===== src/rtl/irq_arb_pkg.sv =====
package irq_arb_pkg;
  localparam int VEC_W = 7;
  localparam int LVL_W = 4;
  localparam int GRP_W = 3;
  typedef enum logic [1:0] {
    K_NONE = 2'd0,
    K_IRQ  = 2'd1,
    K_SW   = 2'd2,
    K_HW   = 2'd3
  } kind_e;
endpackage


===== src/rtl/irq_src_bank.sv =====
module irq_src_bank
  import irq_arb_pkg::*;
#(
  parameter int NUM_SRC = 16
) (
  input  logic                     clk_i,
  input  logic                     rst_ni,
  input  logic [NUM_SRC-1:0]       req_i,
  input  logic [NUM_SRC-1:0]       clr_i,
  input  logic [NUM_SRC-1:0]       en_i,
  input  logic [NUM_SRC*LVL_W-1:0] lvl_i,
  input  logic                     glob_en_i,
  input  logic [LVL_W-1:0]         cpu_prio_i,
  output logic [NUM_SRC-1:0]       pend_o,
  output logic [NUM_SRC-1:0]       elig_o
);
  logic [NUM_SRC-1:0] pend_q, pend_d;

  for (genvar i = 0; i < NUM_SRC; i++) begin : g_src
    // new pulse wins over a same-cycle clear
    assign pend_d[i] = (pend_q[i] & ~clr_i[i]) | req_i[i];
    assign elig_o[i] = pend_d[i] & en_i[i] & glob_en_i &
                       (lvl_i[i*LVL_W +: LVL_W] > cpu_prio_i);

    a_r1_pulse_sets: assert property (@(posedge clk_i) disable iff (!rst_ni)
      req_i[i] |=> pend_q[i]);
    a_r6_ack_clears: assert property (@(posedge clk_i) disable iff (!rst_ni)
      (clr_i[i] && !req_i[i]) |=> !pend_q[i]);
  end

  always_ff @(posedge clk_i or negedge rst_ni) begin
    if (!rst_ni) pend_q <= '0;
    else         pend_q <= pend_d;
  end

  assign pend_o = pend_q;
endmodule


===== src/rtl/irq_pick.sv =====
module irq_pick
  import irq_arb_pkg::*;
#(
  parameter int NUM_SRC = 16
) (
  input  logic [NUM_SRC-1:0]       elig_i,
  input  logic [NUM_SRC*LVL_W-1:0] lvl_i,
  input  logic [NUM_SRC*GRP_W-1:0] grp_i,
  output logic                     found_o,
  output logic [VEC_W-1:0]         idx_o,
  output logic [LVL_W-1:0]         lvl_o,
  output logic [GRP_W-1:0]         grp_o
);
  // strict compare keeps the lowest index on equal keys
  always_comb begin
    found_o = 1'b0;
    idx_o   = '0;
    lvl_o   = '0;
    grp_o   = '0;
    for (int i = 0; i < NUM_SRC; i++) begin
      if (elig_i[i] && (!found_o ||
          {lvl_i[i*LVL_W +: LVL_W], grp_i[i*GRP_W +: GRP_W]} > {lvl_o, grp_o})) begin
        found_o = 1'b1;
        idx_o   = VEC_W'(i);
        lvl_o   = lvl_i[i*LVL_W +: LVL_W];
        grp_o   = grp_i[i*GRP_W +: GRP_W];
      end
    end
  end
endmodule


===== src/rtl/irq_trap_ctl.sv =====
module irq_trap_ctl
  import irq_arb_pkg::*;
#(
  parameter int NUM_TRAP = 2
) (
  input  logic                clk_i,
  input  logic                rst_ni,
  input  logic                nmi_i,
  input  logic [NUM_TRAP-1:0] trap_i,
  input  logic                sw_valid_i,
  input  logic [VEC_W-1:0]    sw_vec_i,
  input  logic [NUM_TRAP:0]   clr_hw_i,
  input  logic                clr_sw_i,
  output logic                hw_any_o,
  output logic [VEC_W-1:0]    hw_idx_o,
  output logic                sw_pend_o,
  output logic [VEC_W-1:0]    sw_vec_o
);
  localparam int NUM_HW = NUM_TRAP + 1;

  logic [NUM_HW-1:0] hw_q, hw_d;
  logic              sw_q, sw_d, sw_busy;
  logic [VEC_W-1:0]  swv_q, swv_d;

  assign hw_d    = (hw_q & ~clr_hw_i) | {trap_i, nmi_i};
  assign sw_busy = sw_q & ~clr_sw_i;
  assign sw_d    = sw_busy | sw_valid_i;
  assign swv_d   = (sw_valid_i && !sw_busy) ? sw_vec_i : swv_q;

  always_comb begin
    hw_idx_o = '0;
    for (int k = NUM_HW - 1; k >= 0; k--)
      if (hw_d[k]) hw_idx_o = VEC_W'(k);
  end

  assign hw_any_o  = |hw_d;
  assign sw_pend_o = sw_d;
  assign sw_vec_o  = swv_d;

  always_ff @(posedge clk_i or negedge rst_ni) begin
    if (!rst_ni) begin
      hw_q  <= '0;
      sw_q  <= 1'b0;
      swv_q <= '0;
    end else begin
      hw_q  <= hw_d;
      sw_q  <= sw_d;
      swv_q <= swv_d;
    end
  end

  a_r8_sw_held: assert property (@(posedge clk_i) disable iff (!rst_ni)
    (sw_q && !clr_sw_i) |=> (sw_q && $stable(swv_q)));
endmodule


===== src/rtl/irq_arbiter.sv =====
module irq_arbiter
  import irq_arb_pkg::*;
#(
  parameter int NUM_SRC  = 16,
  parameter int NUM_TRAP = 2
) (
  input  logic                     clk_i,
  input  logic                     rst_ni,
  input  logic [NUM_SRC-1:0]       irq_req_i,
  input  logic [NUM_SRC-1:0]       irq_en_i,
  input  logic [NUM_SRC*4-1:0]     irq_lvl_i,
  input  logic [NUM_SRC*3-1:0]     irq_grp_i,
  input  logic                     glob_en_i,
  input  logic [3:0]               cpu_prio_i,
  input  logic                     nmi_i,
  input  logic [NUM_TRAP-1:0]      trap_i,
  input  logic                     sw_valid_i,
  input  logic [6:0]               sw_vec_i,
  input  logic                     ack_i,
  output logic                     req_o,
  output logic [1:0]               kind_o,
  output logic [6:0]               vec_o,
  output logic [3:0]               prio_o,
  output logic [2:0]               grp_o,
  output logic                     save_ctx_o,
  output logic [NUM_SRC-1:0]       pend_o
);
  localparam int NUM_HW = NUM_TRAP + 1;

  kind_e              kind_q, kind_d;
  logic [VEC_W-1:0]   vec_q, vec_d;
  logic [LVL_W-1:0]   prio_q, prio_d;
  logic [GRP_W-1:0]   grp_q, grp_d;
  logic               save_q, ack_fire;
  logic [NUM_SRC-1:0] clr_irq, elig;
  logic [NUM_HW-1:0]  clr_hw;
  logic               clr_sw, found, hw_any, sw_pend;
  logic [VEC_W-1:0]   pick_idx, hw_idx, sw_vec;
  logic [LVL_W-1:0]   pick_lvl;
  logic [GRP_W-1:0]   pick_grp;

  assign ack_fire = ack_i & (kind_q != K_NONE);

  for (genvar g = 0; g < NUM_SRC; g++) begin : g_clr_irq
    assign clr_irq[g] = ack_fire && (kind_q == K_IRQ) && (vec_q == VEC_W'(g));
  end
  for (genvar g = 0; g < NUM_HW; g++) begin : g_clr_hw
    assign clr_hw[g] = ack_fire && (kind_q == K_HW) && (vec_q == VEC_W'(g));
  end
  assign clr_sw = ack_fire && (kind_q == K_SW);

  irq_src_bank #(.NUM_SRC(NUM_SRC)) u_bank (
    .clk_i, .rst_ni,
    .req_i(irq_req_i), .clr_i(clr_irq), .en_i(irq_en_i), .lvl_i(irq_lvl_i),
    .glob_en_i, .cpu_prio_i, .pend_o, .elig_o(elig)
  );

  irq_pick #(.NUM_SRC(NUM_SRC)) u_pick (
    .elig_i(elig), .lvl_i(irq_lvl_i), .grp_i(irq_grp_i),
    .found_o(found), .idx_o(pick_idx), .lvl_o(pick_lvl), .grp_o(pick_grp)
  );

  irq_trap_ctl #(.NUM_TRAP(NUM_TRAP)) u_trap (
    .clk_i, .rst_ni, .nmi_i, .trap_i, .sw_valid_i, .sw_vec_i,
    .clr_hw_i(clr_hw), .clr_sw_i(clr_sw),
    .hw_any_o(hw_any), .hw_idx_o(hw_idx), .sw_pend_o(sw_pend), .sw_vec_o(sw_vec)
  );

  always_comb begin
    kind_d = K_NONE;
    vec_d  = '0;
    prio_d = '0;
    grp_d  = '0;
    if (hw_any) begin
      kind_d = K_HW;  vec_d = hw_idx;  prio_d = '1;  grp_d = '1;
    end else if (sw_pend) begin
      kind_d = K_SW;  vec_d = sw_vec;  prio_d = '1;  grp_d = '1;
    end else if (found) begin
      kind_d = K_IRQ; vec_d = pick_idx; prio_d = pick_lvl; grp_d = pick_grp;
    end
  end

  always_ff @(posedge clk_i or negedge rst_ni) begin
    if (!rst_ni) begin
      kind_q <= K_NONE;
      vec_q  <= '0;
      prio_q <= '0;
      grp_q  <= '0;
      save_q <= 1'b0;
    end else begin
      kind_q <= kind_d;
      vec_q  <= vec_d;
      prio_q <= prio_d;
      grp_q  <= grp_d;
      save_q <= ack_fire;
    end
  end

  assign req_o      = (kind_q != K_NONE);
  assign kind_o     = kind_q;
  assign vec_o      = vec_q;
  assign prio_o     = prio_q;
  assign grp_o      = grp_q;
  assign save_ctx_o = save_q;

  a_r2_above_cpu: assert property (@(posedge clk_i) disable iff (!rst_ni)
    (kind_q == K_IRQ) |-> (prio_q > $past(cpu_prio_i)));
  a_r3_winner_pending: assert property (@(posedge clk_i) disable iff (!rst_ni)
    (kind_q == K_IRQ) |-> (|(pend_o & (NUM_SRC'(1) << vec_q))));
  a_r7_hw_first: assert property (@(posedge clk_i) disable iff (!rst_ni)
    hw_any |=> (kind_o == 2'd3));
  a_r8_sw_over_irq: assert property (@(posedge clk_i) disable iff (!rst_ni)
    (sw_pend && !hw_any) |=> (kind_o == 2'd2));
  a_r9_save_pulse: assert property (@(posedge clk_i) disable iff (!rst_ni)
    (ack_i && req_o) |=> save_ctx_o);
  a_r9_save_quiet: assert property (@(posedge clk_i) disable iff (!rst_ni)
    !(ack_i && req_o) |=> !save_ctx_o);
endmodule


===== config.mk =====
export PLATFORM = sky130hd
export DESIGN_NAME = irq_arbiter
export DESIGN_NICKNAME = d
export VERILOG_FILES = /design/src/rtl/irq_arb_pkg.sv /design/src/rtl/irq_src_bank.sv /design/src/rtl/irq_pick.sv /design/src/rtl/irq_trap_ctl.sv /design/src/rtl/irq_arbiter.sv
export SDC_FILE = /design/constraint.sdc
export NUM_CORES = 1
export LEC_CHECK = 0
export BUFFER_PORTS_ARGS = -buffer_cell sky130_fd_sc_hd__buf_2
export CORE_MARGIN = 4
export CORE_UTILIZATION = 59
export DETAILED_ROUTE_END_ITERATION = 12
export GPL_ROUTABILITY_DRIVEN = 0
export HOLD_SLACK_MARGIN = 0.03
export PLACE_DENSITY = 0.85
export SLEW_MARGIN = 5
export SYNTH_ARGS = -nofsm -noshare
export SYNTH_HDL_FRONTEND = slang
export SYNTH_SLANG_ARGS = --single-unit

===== constraint.sdc =====
create_clock -name clk_i -period 52.3 [get_ports clk_i]
set_clock_uncertainty 0.2 [all_clocks]
set_input_delay 0 -clock clk_i [delete_from_list [all_inputs] [get_ports clk_i]]
set_output_delay 0 -clock clk_i [all_outputs]
set_load 0.01 [all_outputs]

# After elaboration in Yosys (flattened, before gate mapping)
# Index checks and enable logic that the tools add are counted.
[word_totals]
input_bits = 163
output_inout_bits = 34
elab_cells = 312
reg_bits = 44
[op_classes]
bitwise_logic = 103
n_eq_ne = 18
magnitude_cmp = 31
reduce_logical = 72
mux = 79
[op_table]
columns = ["cell", "n"]
rows = [
  ["$mux 4", 27],
  ["$gt 7x7->1", 15],
  ["$mux 3", 23],
  ["$and 1x1->1", 66],
  ["$gt 4x4->1", 16],
  ["$eq 7x4->1 const B", 8],
  ["$mux 7", 6],
  ["$logic_and 1x1->1", 38],
  ["$eq 7x3->1 const B", 4],
  ["$mux 1", 18],
  ["$not 1->1", 17],
  ["$or 1x1->1", 17],
  ["$logic_not 1->1", 16],
  ["$logic_or 1x1->1", 15],
  ["$eq 7x2->1 const B", 2],
  ["$mux 2", 5],
  ["$eq 7x1->1 const B", 1],
  ["$logic_not 7->1", 1],
  ["$eq 2x2->1 const B", 2],
  ["$and 3x3->3", 1],
  ["$not 3->3", 1],
  ["$or 3x3->3", 1],
  ["$reduce_or 3->1", 1],
  ["$eq 2x1->1 const B", 1],
  ["$reduce_bool 2->1", 1],
]

# Depth between registers and ports, before layout
# Gate-level depths: netlist (run 1).
[depth]
depth_word = 74
ltp_mapped = 169
depth_no_buf = 158

# By module
# A second synthesis (run 1) with hierarchy kept.
[unflattened]
cells_unflattened = 1111
area_unflattened_um2 = 8868.5
[modules_own_cells]
columns = ["mod", "cells_per_inst", "seq_area_each_um2", "area_each_um2", "instances"]
rows = [
  ["irq_pick", 738, 0.0, 5210.0, 1],
  ["irq_src_bank", 229, 400.4, 2224.6, 1],
  ["irq_arbiter", 106, 425.4, 923.4, 1],
  ["irq_trap_ctl", 38, 275.3, 510.5, 1],
]

# Least setup slack after synthesis (run 1)
# Ideal clock, no wire load.
[synth_timing]
path_type = "reg2reg"
startpoint = "reg vec_q[3] (netlist: vec_o[3])"
endpoint = "reg vec_q[2] (netlist: vec_o[2])"
t_arrival_ns = 27.218
t_required_ns = 51.971
path_buffers = 13
synth_period_minus_slack_ns = 27.547
path_stages_with_launch = 157
slack_ns = 24.753
setup_ns = 0.129
path_cell_list = "dfrtp_1 > or4_4 > nor2_2 > a21o_1 > nor2_1 > nand2_1 > ha_1 > a211oi_1 > o21bai_1 > o22ai_1 > and3_1 > or2_2 > clkbuf_1 > mux2i_1 > inv_1 > ha_1 > nor2b_1 > o21ai_0 > (+121 left out) > a21oi_1 > o21ai_0 > o21a_1 > o21ai_1 > clkbuf_1 > nand2_1 > a311oi_1 > nand2b_1 > ha_1 > nor2b_1 > o21ai_0 > nand2b_1 > a21oi_1 > o21ai_0 > o21a_1 > o21ai_1 > nand2_1 > o41a_1"
[synth_between]
elab_chain_len = 72
elab_cells_between_ends = 257
cone_classes = "order compare: 15; eq/ne: 15; mux: 62; bitwise: 99; reduce/logical: 66"
[synth_lines]
columns = ["element", "line", "text"]
rows = [
  ["start, declared", "irq_arbiter.sv:31", "logic [VEC_W-1:0] vec_q, vec_d;"],
  ["start signal, assigned", "irq_arbiter.sv:92", "vec_q <= vec_d;"],
  ["$logic_not 7->1", "irq_arbiter.sv:45, irq_arbiter.sv:48", ""],
  ["$logic_and 1x1->1", "irq_arbiter.sv:45", "assign clr_irq[g] = ack_fire && (kind_q == K_IRQ) && (vec_q == VEC_W'(g));"],
  ["$not 1->1", "irq_src_bank.sv:21", "assign pend_d[i] = (pend_q[i] & ~clr_i[i]) | req_i[i];"],
  ["$and 1x1->1", "irq_src_bank.sv:21", ""],
  ["$or 1x1->1", "irq_src_bank.sv:21", ""],
  ["$and 1x1->1 (3 in series)", "irq_src_bank.sv:22", "assign elig_o[i] = pend_d[i] & en_i[i] & glob_en_i &"],
  ["$mux 3 (tied with other cells)", "irq_pick.sv:21", "if (elig_i[i] && (!found_o ||"],
  ["$gt 7x7->1 / $logic_not 1->1 (equally long branches)", "irq_pick.sv:22, irq_pick.sv:21", ""],
  ["(+55 left out)", "n/a", ""],
  ["$gt 7x7->1 / $logic_not 1->1 (equally long branches)", "irq_pick.sv:22, irq_pick.sv:21", ""],
  ["$logic_or 1x1->1", "irq_pick.sv:21", ""],
  ["$logic_and 1x1->1", "irq_pick.sv:21", ""],
  ["$mux 4 / $mux 1 (equally long branches)", "irq_pick.sv:21", ""],
  ["$mux 7", "irq_arbiter.sv:78", "end else if (found) begin"],
  ["$mux 7", "irq_arbiter.sv:76", "end else if (sw_pend) begin"],
  ["$mux 7 (*)", "irq_arbiter.sv:74", "if (hw_any) begin"],
  ["via vec_d[2]", "irq_arbiter.sv:31", ""],
]
# The timed path passes the listed nets; every way through them passes the cells marked *.

# Final worst setup path (run 1)
[layout_timing]
startpoint = "reg vec_q[3] (netlist: vec_o[3])"
endpoint = "reg prio_q[3] (netlist: prio_o[3])"
[layout_between]
elab_chain_len = 72
elab_cells_between_ends = 245
cone_classes = "order compare: 15; eq/ne: 15; mux: 50; bitwise: 99; reduce/logical: 66"
[layout_lines]
columns = ["element", "line", "text"]
rows = [
  ["$logic_not 7->1", "irq_arbiter.sv:45, irq_arbiter.sv:48", ""],
  ["$logic_and 1x1->1", "irq_arbiter.sv:45", ""],
  ["$not 1->1", "irq_src_bank.sv:21", ""],
  ["$and 1x1->1", "irq_src_bank.sv:21", ""],
  ["$or 1x1->1", "irq_src_bank.sv:21", ""],
  ["$and 1x1->1 (3 in series)", "irq_src_bank.sv:22", ""],
  ["$mux 3 (tied with other cells)", "irq_pick.sv:21", ""],
  ["$gt 7x7->1 / $logic_not 1->1 (equally long branches)", "irq_pick.sv:22, irq_pick.sv:21", ""],
  ["(+55 left out)", "n/a", ""],
  ["$gt 7x7->1 / $logic_not 1->1 (equally long branches)", "irq_pick.sv:22, irq_pick.sv:21", ""],
  ["$logic_or 1x1->1", "irq_pick.sv:21", ""],
  ["$logic_and 1x1->1", "irq_pick.sv:21", ""],
  ["$mux 4 / $mux 1 (equally long branches)", "irq_pick.sv:21", ""],
  ["$mux 4", "irq_arbiter.sv:78", ""],
  ["$mux 4", "irq_arbiter.sv:76", ""],
  ["$mux 4 (*)", "irq_arbiter.sv:74", ""],
  ["via prio_d[3]", "irq_arbiter.sv:32", "logic [LVL_W-1:0] prio_q, prio_d;"],
  ["end signal, assigned", "irq_arbiter.sv:93", "prio_q <= prio_d;"],
  ["end, declared", "irq_arbiter.sv:32", ""],
]
# Marks and branches as above.

==> summary.txt, run 1 <==
Period utilisation layout = 60.58%
Leading area contributor after synthesis = ha_1
DRC violations left = 0
Critical path arrival = 31.70 ns
Dominant cells by area after synthesis = ha_1 (23%), dfrtp_1 (13%), a21oi_1 (4.5%)
Setup violations, final = 0
CTS Buffer Depth = 2
Fmax = 31.56 MHz
Footprint of the multi-input gates = 6897 µm²
Fin crit period = 31.69 ns
Status = complete, no violations
Unrepaired setup endpoints after global routing = false
Starting Density = 60.57%
DR iter-0 viols = 857
Slew HR = 33.44%
Die W = 127.8 µm
Die Area = 16340 µm²
Final ANT Viol Nets = 0
Core Region = 13990 µm²
Mean post-synth cell area = 7.774 µm²
Via count = 9641
Largest net degree at the start of global routing = 45
Count of final hold-check violations = 0
Post-synthesis cell type count = 95
Hold Crit Class = in2reg
Initial antenna violation count = 1
First-pass GRT wire length = 44000 µm
Kind of critical path = reg2reg
Final hold slack = 0.06280 ns
DR WL/cell = 18.89 µm
# fillers = 1130
Register Area = 1101 µm²
Cell count after synthesis = 1090
FF+latch count, synth = 44
Sequential element share of the synthesized area = 12.99%
Synth warn = 0
Pwr per Cell Area = 22.40 nW/µm²
Crit path max fanout = 19
CP peak stage delay = 0.72 ns
Setup bufs post-CTS = 0
FP Rows = 43
CP max-delay cell = o21ai_1
Lkg Pwr = 4.806 nW
Area growth syn-to-layout = 20.19%
Synth Net Count = 1408
DR pass1 iterations = 6
Synth top area share = 22.89%
Worst-path clk slew = 0.06 ns
Final net count = 1628
Hpwl dp = 22270 µm
Number of flops mapped to enable cells by yosys = 0
CP required = 52.32 ns
Final TNS setup = 0 ns
H-tree depth = 2
Crit. End Element = flop
Clk root buf = clkbuf_16
Vias in the first global route = 9245
Remaining Overflow, GRT = 0
Synthesized cell area = 8473 µm²
Max-slew violation count = 0
Most frequent CP cell = ha_1
Prevailing post-synth register cell = dfrtp_1
Maximum vdd drop = 21.06 µV
Vias per cell = 6.462
Post_cts resized = 0
Setup crit start kind = flop
Most frequent cells in the layout = buf_2 (196), ha_1 (155), nand2_1 (92)
Clk sinks = 44
Worst-Margin Slew = 0.9983 ns
Commonest non-fill, non-tap cell in the layout = buf_2
Buffers on Ports = 196
TritonCTS buffer count = 5
Layout cells sized above 1 = 20.75%
Vert. Die Dim = 127.8 µm
Worst-Skew Late Latency = 0.29 ns
Final wirelength = 28190 µm
Async set-or-reset flop fraction in the synthesized netlist = 100.0%
Max-cap viol count = 0
I/O pins = 197
Hold_buf cts = 42
CTS tree = built
GRT Util Overall = 32.71%
-- synthesized netlist by cell type (all sizes together), types with 8 or more instances --
cell / count
a211oi: 11
a21o: 23
a21oi: 78
a311oi: 10
a31o: 8
and2: 12
buf: 8
clkbuf: 21
dfrtp: 44
ha: 155
inv: 93
mux2: 20
mux2i: 27
nand2: 92
nand2b: 29
nand3: 39
nand4: 25
nor2: 65
nor2b: 46
nor3: 13
o211ai: 21
o21a: 31
o21ai: 67
or2: 12
xnor2: 11
-- per-stage QoR --
| step | total power, mW | cell area, µm² | worst slack (ns) | std cells | util, % |
|---|---|---|---|---|---|
| floorplan | 0.1460 | 8473 | 24.75 | 1090 | - |
| global placement | 0.1797 | 9583 | 22.56 | 1441 | 68.51 |
| detailed placement | 0.1837 | 9583 | 21.52 | 1441 | 68.51 |
| CTS | 0.2241 | 10180 | 21.32 | 1491 | 72.78 |
| global route | 0.2471 | 10180 | 17.94 | 1492 | 72.80 |
| finish | 0.2282 | 10180 | 20.61 | 1492 | 72.80 |
-- power by group --
| part | internal, mW | leakage [nW] | switching, mW |
|---|---|---|---|
| clock network | 0.0239 | 0.0871 | 0.0137 |
| registers | 0.0350 | 0.451 | 0.000636 |
| logic | 0.0652 | 4.27 | 0.0896 |
| total | 0.124 | 4.81 | 0.104 |
-- final timing paths --
kind	slack (ns)	cells after the start	end	from
max	20.61	145	prio_o[3]	vec_o[3]
min	0.06	3	prio_o[2]	irq_lvl_i[54]
max reg2reg	20.61	145	prio_o[3]	vec_o[3]
min reg2reg	0.29	1	u_trap.swv_q[4]	u_trap.swv_q[4]
max in group asynchronous	51.06	2	u_bank.pend_o[12]	rst_ni
min in group asynchronous	0.22	2	prio_o[0]	rst_ni
-- final cells by class --
cell class | instances | area share [%]
repair buffers | 242 | 14.06
clock buffers | 6 | 1.364
inverters | 93 | 3.428
flip-flops and latches | 44 | 10.81
multi-input cells | 924 | 67.72
diodes | 1 | 0.02457
well taps | 180 | 2.212
clock inverters | 2 | 0.3809
-- worst max-delay path, delay by kind of cell (launching register included) --
family	cells	cell delay, ns
muxes	8	2.56
DFF	1	0.42
AOI/OAI and AO/OA	72	16.17
buffers and inverters	7	1.01
adders and majority gates	16	4.61
and+or+nand+nor	42	6.63
-- registers in the layout, summed over array words and instances, names as in the netlist --
name / count
kind_o: 2
vec_o: 7
u_trap.sw_q: 1
u_trap.hw_q: 3
save_ctx_o: 1
prio_o: 4
u_trap.swv_q: 7
u_bank.pend_o: 16
grp_o: 3
-- metal layers --
metal	vias to the layer above	track usage, %	wire [µm]
met5	-	0	0
met4	0	14.73	1376
met3	128	4.667	2862
met2	583	56.13	13090
met1	4400	40.61	10860
li1	4530	-	-
-- kinds of logic after synthesis --
kind of cell	after synthesis	share of synthesized area [%]
AND/OR/NAND/NOR	366	22.28
AO/OA/AOI/OAI	341	28.57
adder cells (fa/ha/maj)	157	23.12
buffers and inverters	122	5.611
multiplexers	47	5.980
flip-flops	44	12.99
XOR/XNOR	13	1.432
Power figures use the tool's default switching activity.
==> run 2: changes to the inputs <==
Settings changed: ABC_AREA set to 1, CORE_UTILIZATION 59 to 56, PLACE_DENSITY 0.85 to 0.83.
Clock period 52.3 ns to 29.8 ns, I/O delays scaled along.
==> summary.txt, run 2 <==
DR iter-0 viols = 646 (was 857)
Commonest cells in the netlist = nand2_1 (297), inv_1 (160), ha_1 (155) (was ha_1 (155), nand2_1 (92), inv_1 (90))
Startpoint of the worst hold path = irq_en_i[15] (was irq_lvl_i[54])
Synth Net Count = 1517 (was 1408)
Largest net degree at the start of global routing = 45 (unchanged)
Hpwl dp = 19420 µm (was 22270 µm)
Top sig layer = met4 (unchanged)
Post-synthesis cell type count = 41 (was 95)
Crit. End Element = flop (unchanged)
Final wirelength = 23720 µm (was 28190 µm)
Crit path max fanout = 18 (was 19)
Worst Hold Path EP = kind_o[0] (was prio_o[2])
Cell count after synthesis = 1199 (was 1090)
Slew HR = 32.68% (was 33.44%)
Wire length on met1 = 9825 µm (was 10860 µm)
R2r worst-path depth = 154 (was 145)
DRC violations left = 0 (unchanged)
GRT Util Overall = 28.41% (was 32.71%)
Max-slew violation count = 0 (unchanged)
Max-cap viol count = 0 (unchanged)
Kind of critical path = in2reg (was reg2reg)
Final net count = 1749 (was 1628)
Clk sinks = 44 (unchanged)
Sequential element share of the synthesized area = 14.16% (was 12.99%)
H-tree depth = 2 (unchanged)
Worst-Margin Slew = 1.010 ns (was 0.9983 ns)
Max reg flops = 16 (unchanged)
Die Area = 15840 µm² (was 16340 µm²)
TritonCTS buffer count = 5 (unchanged)
Worst-path clk slew = 0.06 ns (about the same)
Setup violations, final = 0 (unchanged)
Most frequent cells in the layout = nand2_1 (297), buf_2 (196), inv_1 (160) (was buf_2 (196), ha_1 (155), nand2_1 (92))
Core Region = 13400 µm² (was 13990 µm²)
Initial antenna violation count = 1 (unchanged)
FF-to-FF setup slack = 7.13 ns (was 20.61 ns)
Commonest non-fill, non-tap cell in the layout = nand2_1 (was buf_2)
Vert. Die Dim = 125.8 µm (was 127.8 µm)
Setup crit start kind = input pin (was flop)
Starting Density = 58.03% (was 60.57%)
Mean post-synth cell area = 6.486 µm² (was 7.774 µm²)
CTS tree = built (unchanged)
Fin crit period = 22.69 ns
R2R Path Start = kind_o[1] (was vec_o[3])
Leading area contributor after synthesis = ha_1 (unchanged)
Unrepaired setup endpoints after global routing = false (unchanged)
Layout cells sized above 1 = 20.55% (was 20.75%)
Count of final hold-check violations = 0 (unchanged)
DR WL/cell = 14.75 µm (was 18.89 µm)
Lkg Pwr = 5.269 nW (was 4.806 nW)
Number of flops mapped to enable cells by yosys = 0 (unchanged)
Dominant cells by area after synthesis = ha_1 (25%), nand2_1 (14%), dfrtp_1 (14%) (was ha_1 (23%), dfrtp_1 (13%), a21oi_1 (4.5%))
Met2 WL post-DR = 11170 µm (was 13090 µm)
Worst reg2reg endpoint = prio_o[1] (was prio_o[3])
FP Rows = 42 (was 43)
Synth top area share = 24.94% (was 22.89%)
Maximum vdd drop = 18.86 µV (was 21.06 µV)
WL met3 = 1904 µm (was 2862 µm)
DR pass1 iterations = 5 (was 6)
Async set-or-reset flop fraction in the synthesized netlist = 100.0% (unchanged)
Critical path arrival = 22.64 ns (was 31.70 ns)
Prevailing post-synth register cell = dfrtp_1 (unchanged)
Post_cts resized = 0 (unchanged)
Hold path cells = 5 (was 3)
Status = complete, no violations (unchanged)
Final TNS setup = 0 ns (unchanged)
Synth warn = 0 (unchanged)
I/O pins = 197 (unchanged)
Clk root buf = clkbuf_16 (unchanged)
Via count = 8892 (was 9641)
Die W = 125.8 µm (was 127.8 µm)
Pwr per Cell Area = 39.24 nW/µm² (was 22.40 nW/µm²)
Buffers on Ports = 196 (unchanged)
Hold Crit Class = in2reg (unchanged)
Fmax = 44.08 MHz
Vias in the first global route = 8312 (was 9245)
Final Total Pwr = 0.3712 mW (was 0.2282 mW)
Synthesized cell area = 7776 µm² (was 8473 µm²)
Remaining Overflow, GRT = 0 (unchanged)
Period utilisation layout = 76.13%
Area growth syn-to-layout = 21.67% (was 20.19%)
CP peak stage delay = 0.54 ns (was 0.72 ns)
CTS Buffer Depth = 2 (unchanged)
Count leader, synth = nand2_1 (was ha_1)
Final ANT Viol Nets = 0 (unchanged)
FF+latch count, synth = 44 (unchanged)
CP max-delay cell = dlygate4sd3_1 (was o21ai_1)
Worst-Skew Late Latency = 0.28 ns (was 0.29 ns)
Most frequent CP cell = nand2_1 (was ha_1)
CP required = 29.75 ns (was 52.32 ns)
First-pass GRT wire length = 37850 µm (was 44000 µm)
Vias per cell = 5.530 (was 6.462)
-- run 2: cells by family after synthesis --
group                      after synthesis  synth area share (%)
adders and majority gates              155                 24.94
muxes                                    4                0.5792
buffers and inverters                  189                 9.654
DFF                                     44                 14.16
AOI/OAI and AO/OA                      205                 14.84
and+or+nand+nor                        602                 35.83
-- run 2: worst max-delay path: cells and delay by family --
kind	cells	cell delay (ns)
AND/OR/NAND/NOR	94	10.25
AO/OA/AOI/OAI	36	5.66
buffers and inverters	7	1.62
adder cells (fa/ha/maj)	16	5.08
-- run 2: layout make-up --
class | count | area (µm²)
well taps | 176 | 220.2
diodes | 1 | 2.502
fillers | 1166 | 3939
multi-input cells | 966 | 5924
flip-flops and latches | 44 | 1101
clock buffers | 5 | 125.1
inverters | 173 | 649.4
repair buffers | 241 | 1426
clock inverters | 2 | 12.51
-- run 2: what timing repair did --
action / in CTS / in global routing
endpoints found under the hold margin: 87 / 0
buffers inserted: 0 / 0
hold buffers: 43 / 0
-- run 2: through the flow --
stage / hold slack, ns / util, % / instances / worst slack (ns) / cell area, µm²
floorplan: -0.4956 / - / 1199 / 10.24 / 7776
global placement: 0.001159 / 66.35 / 1557 / 7.933 / 8891
detailed placement: 0.004509 / 66.35 / 1557 / 7.309 / 8891
CTS: 0.07804 / 70.59 / 1607 / 7.518 / 9459
global route: 0.1188 / 70.61 / 1608 / 4.691 / 9462
finish: 0.1012 / 70.61 / 1608 / 7.114 / 9462
-- run 2: power breakdown --
part	total (mW)	switching, mW	internal [mW]
Combinational	0.255	0.152	0.103
Sequential	0.0621	0.000716	0.0614
Clock	0.0541	0.0236	0.0305
-- run 2: per-layer routing --
| metal | track usage [%] | vias up |
|---|---|---|
| met2 | 49.75 | 401 |
| li1 | - | 4469 |
| met1 | 36.33 | 3938 |
| met3 | 3.641 | 84 |
| met4 | 9.211 | 0 |
| met5 | 0 | - |
-- run 2: worst max path at each step --
stage | startpoint | endpoint | slack (ns) | depth (start not counted)
global placement | cpu_prio_i[3] | vec_o[2] | 7.93 | 152
detailed placement | cpu_prio_i[3] | vec_o[2] | 7.31 | 154
floorplan | cpu_prio_i[3] | vec_o[2] | 10.24 | 165
global route | cpu_prio_i[3] | vec_o[2] | 4.69 | 157
finish | cpu_prio_i[3] | prio_o[1] | 7.11 | 153
CTS | cpu_prio_i[3] | prio_o[1] | 7.52 | 153
